$ cat src/rtl/adc_tdm_pkg.sv
package adc_tdm_pkg;

    typedef enum logic [2:0] {
        SEQ_IDLE,
        SEQ_CONV,
        SEQ_WAIT,
        SEQ_SHIFT,
        SEQ_DONE
    } seq_state_t;

    typedef enum logic {
        OUT_EMPTY,
        OUT_SEND
    } out_state_t;

endpackage

$ cat src/rtl/adc_reset_sync.sv
module adc_reset_sync #(
    parameter int STAGES = 2
) (
    input  logic clk,
    input  logic rst_in,
    output logic rst_out
);
    logic [STAGES-1:0] pipe_q;

    always_ff @(posedge clk) begin
        pipe_q <= {pipe_q[STAGES-2:0], rst_in};
    end

    // Asserts with the global request at once, releases STAGES cycles later.
    assign rst_out = rst_in | (|pipe_q);

endmodule

$ cat src/rtl/adc_frame_seq.sv
module adc_frame_seq
    import adc_tdm_pkg::*;
#(
    parameter int SAMPLE_W     = 24,
    parameter int SCLK_DIV     = 4,
    parameter int CONV_CYCLES  = 1,
    parameter int FRAME_PERIOD = 100
) (
    input  logic clk,
    input  logic rst,
    input  logic enable,
    output logic adc_convst,
    output logic spi_cs_n,
    output logic spi_sclk,
    output logic sample_stb,
    output logic frame_done
);
    localparam int HALF = SCLK_DIV / 2;
    localparam int PW   = $clog2(FRAME_PERIOD);
    localparam int DW   = $clog2(HALF) + 1;
    localparam int WW   = $clog2(CONV_CYCLES) + 1;
    localparam int BW   = $clog2(SAMPLE_W + 1);

    seq_state_t    state_q, state_d;
    logic [PW-1:0] period_cnt;
    logic [WW-1:0] wait_cnt;
    logic [DW-1:0] div_cnt;
    logic [BW-1:0] bit_cnt;
    logic          sclk_q;
    logic          period_tick;
    logic          half_end;

    assign period_tick = (period_cnt == PW'(FRAME_PERIOD - 1));
    assign half_end    = (div_cnt == DW'(HALF - 1));

    // State register
    always_ff @(posedge clk) begin
        if (rst) state_q <= SEQ_IDLE;
        else     state_q <= state_d;
    end

    // Transitions
    always_comb begin
        state_d = state_q;
        unique case (state_q)
            SEQ_IDLE:  if (period_tick && enable) state_d = SEQ_CONV;
            SEQ_CONV:  state_d = SEQ_WAIT;
            SEQ_WAIT:  if (wait_cnt == WW'(CONV_CYCLES - 1)) state_d = SEQ_SHIFT;
            SEQ_SHIFT: if (half_end && sclk_q && bit_cnt == BW'(SAMPLE_W)) state_d = SEQ_DONE;
            SEQ_DONE:  state_d = SEQ_IDLE;
            default:   state_d = SEQ_IDLE;
        endcase
    end

    // Period, conversion-wait, divider and bit counters
    always_ff @(posedge clk) begin
        if (rst) begin
            period_cnt <= '0;
            wait_cnt   <= '0;
            div_cnt    <= '0;
            bit_cnt    <= '0;
            sclk_q     <= 1'b0;
        end else begin
            period_cnt <= period_tick ? '0 : period_cnt + 1'b1;
            wait_cnt   <= (state_q == SEQ_WAIT) ? wait_cnt + 1'b1 : '0;
            if (state_q == SEQ_SHIFT) begin
                if (half_end) begin
                    div_cnt <= '0;
                    sclk_q  <= ~sclk_q;
                    if (!sclk_q) bit_cnt <= bit_cnt + 1'b1;
                end else begin
                    div_cnt <= div_cnt + 1'b1;
                end
            end else begin
                div_cnt <= '0;
                bit_cnt <= '0;
                sclk_q  <= 1'b0;
            end
        end
    end

    // Outputs
    always_comb begin
        adc_convst = 1'b0;
        spi_cs_n   = 1'b1;
        frame_done = 1'b0;
        sample_stb = 1'b0;
        unique case (state_q)
            SEQ_CONV:  adc_convst = 1'b1;
            SEQ_SHIFT: begin
                spi_cs_n   = 1'b0;
                sample_stb = half_end && !sclk_q;
            end
            SEQ_DONE:  frame_done = 1'b1;
            default:   ;
        endcase
    end

    assign spi_sclk = sclk_q;

    AST_SCLK_LOW_DESELECTED: assert property (@(posedge clk) disable iff (rst)
        spi_cs_n |-> !spi_sclk);
    AST_FULL_WORD_SHIFTED: assert property (@(posedge clk) disable iff (rst)
        $rose(spi_cs_n) |-> (bit_cnt == BW'(SAMPLE_W)));
    AST_CONVST_SINGLE: assert property (@(posedge clk) disable iff (rst)
        adc_convst |=> !adc_convst);
    AST_START_NEEDS_ENABLE: assert property (@(posedge clk) disable iff (rst)
        $rose(adc_convst) |-> $past(enable));

endmodule

$ cat src/rtl/adc_shift_lane.sv
module adc_shift_lane #(
    parameter int SAMPLE_W = 24
) (
    input  logic                clk,
    input  logic                rst,
    input  logic                sample_stb,
    input  logic                miso,
    output logic [SAMPLE_W-1:0] word
);
    logic [SAMPLE_W-1:0] sr_q;

    always_ff @(posedge clk) begin
        if (rst)             sr_q <= '0;
        else if (sample_stb) sr_q <= {sr_q[SAMPLE_W-2:0], miso};
    end

    assign word = sr_q;

endmodule

$ cat src/rtl/adc_tdm_out.sv
module adc_tdm_out
    import adc_tdm_pkg::*;
#(
    parameter int N_CH     = 32,
    parameter int SAMPLE_W = 24
) (
    input  logic                     clk,
    input  logic                     rst,
    input  logic                     frame_done,
    input  logic [N_CH*SAMPLE_W-1:0] lane_words,
    output logic [SAMPLE_W-1:0]      m_tdata,
    output logic                     m_tvalid,
    input  logic                     m_tready,
    output logic                     m_tuser,
    output logic                     m_tlast,
    output logic                     overrun
);
    localparam int SW = $clog2(N_CH);

    out_state_t          state_q, state_d;
    logic [SW-1:0]       slot_q;
    logic [SAMPLE_W-1:0] bank_q [N_CH];
    logic                last_slot, hs, accept;

    assign last_slot = (slot_q == SW'(N_CH - 1));
    assign hs        = (state_q == OUT_SEND) && m_tready;
    assign accept    = frame_done && ((state_q == OUT_EMPTY) || (hs && last_slot));

    // State register
    always_ff @(posedge clk) begin
        if (rst) state_q <= OUT_EMPTY;
        else     state_q <= state_d;
    end

    // Transitions
    always_comb begin
        state_d = state_q;
        unique case (state_q)
            OUT_EMPTY: if (accept) state_d = OUT_SEND;
            OUT_SEND:  if (hs && last_slot && !accept) state_d = OUT_EMPTY;
            default:   state_d = OUT_EMPTY;
        endcase
    end

    // Holding bank, slot pointer and sticky drop flag
    always_ff @(posedge clk) begin
        if (rst) begin
            slot_q  <= '0;
            overrun <= 1'b0;
        end else begin
            if (accept)  slot_q <= '0;
            else if (hs) slot_q <= slot_q + 1'b1;
            if (frame_done && !accept) overrun <= 1'b1;
        end
    end

    always_ff @(posedge clk) begin
        if (accept) begin
            for (int i = 0; i < N_CH; i++) bank_q[i] <= lane_words[i*SAMPLE_W +: SAMPLE_W];
        end
    end

    // Outputs
    always_comb begin
        m_tvalid = 1'b0;
        m_tuser  = 1'b0;
        m_tlast  = 1'b0;
        m_tdata  = bank_q[slot_q];
        unique case (state_q)
            OUT_SEND: begin
                m_tvalid = 1'b1;
                m_tuser  = (slot_q == '0);
                m_tlast  = last_slot;
            end
            default: ;
        endcase
    end

    AST_STALL_HOLDS_BEAT: assert property (@(posedge clk) disable iff (rst)
        (m_tvalid && !m_tready) |=> (m_tvalid && $stable(m_tdata) && $stable(m_tuser) && $stable(m_tlast)));
    AST_OVERRUN_STICKY: assert property (@(posedge clk) disable iff (rst)
        overrun |=> overrun);
    AST_MARKERS_DISJOINT: assert property (@(posedge clk) disable iff (rst)
        !(m_tuser && m_tlast));
    AST_MARKER_NEEDS_VALID: assert property (@(posedge clk) disable iff (rst)
        (m_tuser || m_tlast) |-> m_tvalid);

endmodule

$ cat src/rtl/adc_tdm_capture.sv
module adc_tdm_capture #(
    parameter int N_CH         = 32,
    parameter int SAMPLE_W     = 24,
    parameter int SCLK_DIV     = 4,
    parameter int CONV_CYCLES  = 1,
    parameter int FRAME_PERIOD = 100
) (
    input  logic                clk,
    input  logic                rst_in,
    input  logic                enable,
    output logic                adc_convst,
    output logic                spi_cs_n,
    output logic                spi_sclk,
    input  logic [N_CH-1:0]     spi_miso,
    output logic [SAMPLE_W-1:0] m_tdata,
    output logic                m_tvalid,
    input  logic                m_tready,
    output logic                m_tuser,
    output logic                m_tlast,
    output logic                overrun
);
    logic                     rst_local;
    logic                     sample_stb;
    logic                     frame_done;
    logic [N_CH*SAMPLE_W-1:0] lane_words;

    adc_reset_sync #(.STAGES(2)) u_rst (
        .clk     (clk),
        .rst_in  (rst_in),
        .rst_out (rst_local)
    );

    adc_frame_seq #(
        .SAMPLE_W     (SAMPLE_W),
        .SCLK_DIV     (SCLK_DIV),
        .CONV_CYCLES  (CONV_CYCLES),
        .FRAME_PERIOD (FRAME_PERIOD)
    ) u_seq (
        .clk        (clk),
        .rst        (rst_local),
        .enable     (enable),
        .adc_convst (adc_convst),
        .spi_cs_n   (spi_cs_n),
        .spi_sclk   (spi_sclk),
        .sample_stb (sample_stb),
        .frame_done (frame_done)
    );

    for (genvar c = 0; c < N_CH; c++) begin : g_lane
        adc_shift_lane #(.SAMPLE_W(SAMPLE_W)) u_lane (
            .clk        (clk),
            .rst        (rst_local),
            .sample_stb (sample_stb),
            .miso       (spi_miso[c]),
            .word       (lane_words[c*SAMPLE_W +: SAMPLE_W])
        );
    end

    adc_tdm_out #(
        .N_CH     (N_CH),
        .SAMPLE_W (SAMPLE_W)
    ) u_out (
        .clk        (clk),
        .rst        (rst_local),
        .frame_done (frame_done),
        .lane_words (lane_words),
        .m_tdata    (m_tdata),
        .m_tvalid   (m_tvalid),
        .m_tready   (m_tready),
        .m_tuser    (m_tuser),
        .m_tlast    (m_tlast),
        .overrun    (overrun)
    );

endmodule

$ cat config.mk
export PLATFORM = sky130hd
export DESIGN_NAME = adc_tdm_capture
export DESIGN_NICKNAME = d
export VERILOG_FILES = /design/src/rtl/adc_tdm_pkg.sv /design/src/rtl/adc_reset_sync.sv /design/src/rtl/adc_frame_seq.sv /design/src/rtl/adc_shift_lane.sv /design/src/rtl/adc_tdm_out.sv /design/src/rtl/adc_tdm_capture.sv
export SDC_FILE = /design/constraint.sdc
export NUM_CORES = 2
export LEC_CHECK = 0
export BUFFER_PORTS_ARGS = -buffer_cell sky130_fd_sc_hd__buf_4
export CAP_MARGIN = 20
export CELL_PAD_IN_SITES_DETAIL_PLACEMENT = 0
export CELL_PAD_IN_SITES_GLOBAL_PLACEMENT = 1
export CORE_MARGIN = 3
export CORE_UTILIZATION = 45
export DETAILED_ROUTE_END_ITERATION = 6
export PLACE_DENSITY_LB_ADDON = 0.1
export SLEW_MARGIN = 20
export SYNTH_ARGS = -nofsm -noshare
export SYNTH_HDL_FRONTEND = slang
export SYNTH_SLANG_ARGS = --single-unit
$ cat constraint.sdc
create_clock -name clk -period 52.8 [get_ports clk]
set_clock_uncertainty 0.05 [all_clocks]
set_input_delay 10.56 -clock clk [delete_from_list [all_inputs] [get_ports clk]]
set_output_delay 10.56 -clock clk [all_outputs]
set_load 0.02 [all_outputs]
==> results.json <==
{
  "busiest_layer": "met2",
  "cts.sinks": 1569,
  "die_area_um2": 131200,
  "gr-total-overflow": 0,
  "path_max_fanout": 54,
  "setup_violations": 0,
  "cts_setup_buffers": 0,
  "run_status": "complete, no violations",
  "port_buffers": 66,
  "crit_path_end_kind": "output pin",
  "grt_max_degree": 198,
  "worstReg2RegEnd": "u_out.bank_q[20][4]",
  "multiInputGateArea_um2": 16360,
  "cts.clk_slew.worst_paths_ps": 60,
  "start_kind": "register",
  "hold_path_depth": 0,
  "syn_area_um2": 57110,
  "grt_pass1_vias": 34802,
  "power.total_mw": 2.399,
  "rows": 130,
  "max_stage_delay_ps": 870,
  "core_area_um2": 125900,
  "dp_cells": 6523,
  "synth_fa_ha_area_frac": 0.001533,
  "grt_use_met3": 0.03035,
  "hp-start": "u_rst.pipe_q[0]",
  "dieHeight_um": 362.3,
  "ant_nets": 0,
  "power.density_nw_per_um2": 37.60,
  "avgSynthCellArea_um2": 11.18,
  "ys_seq_area_frac": 0.6845,
  "netlist_instances": 5109,
  "clockRootBuffer": "clkbuf_16",
  "cts_max_level": 4,
  "hpwlAfterDp_mm": 78.39,
  "die_w_um": 362.3,
  "fin_crit_sh": 0.2977,
  "drt_wl_total_mm": 136.2,
  "switchingPower_uw": 475.1,
  "ctsResizeCount": 0,
  "drt_iter0_drc": 2406,
  "tns_ps": 0,
  "required_ps": 42190,
  "routedWlPerCell_um": 19.92,
  "grt_setup_unrepaired": "no",
  "grtUsageMet2": 0.3242,
  "clkPwrFrac": 0.468,
  "ioPinCount": 67,
  "crit_top_cell": "buf_4",
  "pwr-share-seq": 0.527,
  "ir_worst_vdd_mv": 0.03244,
  "path_cells": "buf_4 > buf_4 > buf_4 > mux2i_1 > a22oi_1 > nand3_1 > nand3_1 > buf_4",
  "layout.area.seq_um2": 39100,
  "relSlewSlack": 0.2522,
  "synth_nets": 5152,
  "synth_xor_area_frac": 0.001994,
  "ff2ff_setup_slack_ps": 47760,
  "synth_warnings": 0,
  "drive_above_1_share": 0.06965,
  "final_core_util": 0.5069,
  "synth_seq_cells": 1569,
  "whs_ps": 321.9,
  "area_growth_pct": 11.74,
  "fill_cells": 11458,
  "clk_latency_ps": 780,
  "antenna_found_initial": 1,
  "synth-simple-area-share": 0.1205,
  "critPathSlowestCell": "buf_4",
  "stdcell_count": 6834,
  "start_util": 0.4537,
  "firstDrtPassIters": 5,
  "cts-buffers-inserted": 165,
  "critPathKind": "reg -> out",
  "crit_arrival_ps": 5110,
  "drc": 0,
  "cts_tree": "built",
  "worstMarginPinSlew_ps": 1122,
  "grtUsageMet1": 0.2989,
  "synth_top_family_by_area": "simple AND/OR/NAND/NOR gates",
  "synth-async-reset-ratio": 0,
  "yosysUniqueCellTypes": 38,
  "maxCapViolCount": 0,
  "r2r_cells": 8,
  "max_freq_ghz": 0.06363,
  "via_per_inst": 5.248,
  "synth_compound_area_frac": 0.09411,
  "post-route-min-period_ps": 15720,
  "swShare": 0.1980,
  "gr-usage-all-layers": 0.2058,
  "synth.area.mux_share": 0.06730,
  "hold_path_class": "reg -> reg",
  "holdPathEnd": "u_rst.pipe_q[1]",
  "gp_congestion": 0.7233,
  "nNetsFinal": 5083,
  "timing.rr.start": "u_out.slot_q[1]",
  "grt_first_pass_wirelength_mm": 211.1,
  "final-hold-violation-count": 0,
  "via_count": 35862,
  "power_frac_comb": 0.004,
  "yosys_most_used_dff": "dfxtp_1",
  "clock_path_buffers": 3,
  "p_leak_nw": 19.07,
  "synth_edf_count": 768,
  "maxSlewViolCount": 0,
  "internal_power_mw": 1.924,
  "cts_hold_buf": 0
}
==> kinds of logic after synthesis <==
family,count (synthesis)
AO/OA/AOI/OAI,994
XOR/XNOR,13
adder cells (fa/ha/maj),7
buffers and inverters,363
flip-flops,1569
multiplexers,384
AND/OR/NAND/NOR,1779
==> worst max-delay path by stage <==
stage / from / to / cells past startpoint
floorplan: m_tready / u_out.bank_q[0][0] / 2
global placement: register / m_tdata[17] / 8
detailed placement: register / m_tdata[17] / 8
CTS: register / m_tdata[17] / 8
global route: register / m_tdata[17] / 8
finish: register / m_tdata[17] / 8
==> Yosys cell counts, types with 27 or more instances <==
cell type / instances / area [µm²]
dfxtp_1: 801 / 16040
nand2_1: 1621 / 6085
clkbuf_1: 187 / 701.9
a21oi_1: 844 / 4224
buf_4: 37 / 277.8
nor2_1: 28 / 105.1
nor3_1: 29 / 145.1
mux2i_1: 384 / 3844
buf_2: 113 / 565.5
a22o_1: 48 / 420.4
edfxtp_1: 768 / 23060
nand3_1: 79 / 395.4
a22oi_1: 72 / 540.5
a31oi_1: 27 / 168.9
==> through the flow <==
stage / cell area [µm²] / worst slack [ps]
5_1_grt: 63820 / 36870
3_5_place_dp: 58530 / 37820
3_3_place_gp: 58530 / 37860
6_report: 63820 / 37080
4_1_cts: 63820 / 36960
2_1_floorplan: 57110 / 8318
==> layer usage <==
metal	up-vias	wire, µm
met5	-	0
met4	0	2436
met3	175	5209
met2	560	63040
met1	17564	65470
li1	17563	-
==> placed cells by master (no fill, tap or decap), types with 28 or more instances in the layout <==
master / instances
edfxtp_1: 768
a21oi_1: 844
buf_4: 112
clkbuf_1: 62
dfxtp_1: 800
a22oi_1: 72
mux2i_1: 384
nand2_1: 1620
clkbuf_16: 171
nor3_1: 28
nand3_1: 79
a22o_1: 48
==> layout make-up <==
class	instances	share of cell area
antenna	1	0.00003921
clock buffer	248	0.07393
clock inverter	62	0.008822
inverter	8	0.0004705
multi-input combinational	3177	0.2563
sequential	1569	0.6127
tap	1650	0.03235
timing repair buffer	119	0.01537
==> power groups by stage <==
stage | Clock [mW] | Sequential (mW) | Combinational, mW
final | 1.12 | 1.26 | 0.0107
after CTS | 1.15 | 1.26 | 0.0109
after global routing | 1.20 | 1.26 | 0.0117
after floorplan | 0 | 1.29 | 0.00610
after global placement | 0 | 1.29 | 0.0109
after detailed placement | 0 | 1.29 | 0.0109
==> registers in the layout (all words and copies together), names as in the netlist, 2 cells and up, named ones only <==
register	cells
g_lane.u_lane.word	768
u_out.bank_q	768
u_out.slot_q	5
u_rst.pipe_q	2
u_seq.bit_cnt	5
u_seq.div_cnt	2
u_seq.period_cnt	7
u_seq.state_q	3
==> critical path: cells and delay by family, from the launching register on <==
family | cells | cell delay (ps)
buffers and inverters | 4 | 2490
and+or+nand+nor | 2 | 620
AOI/OAI and AO/OA | 1 | 120
DFF | 1 | 690
muxes | 1 | 290
Power figures use the tool's default switching activity.
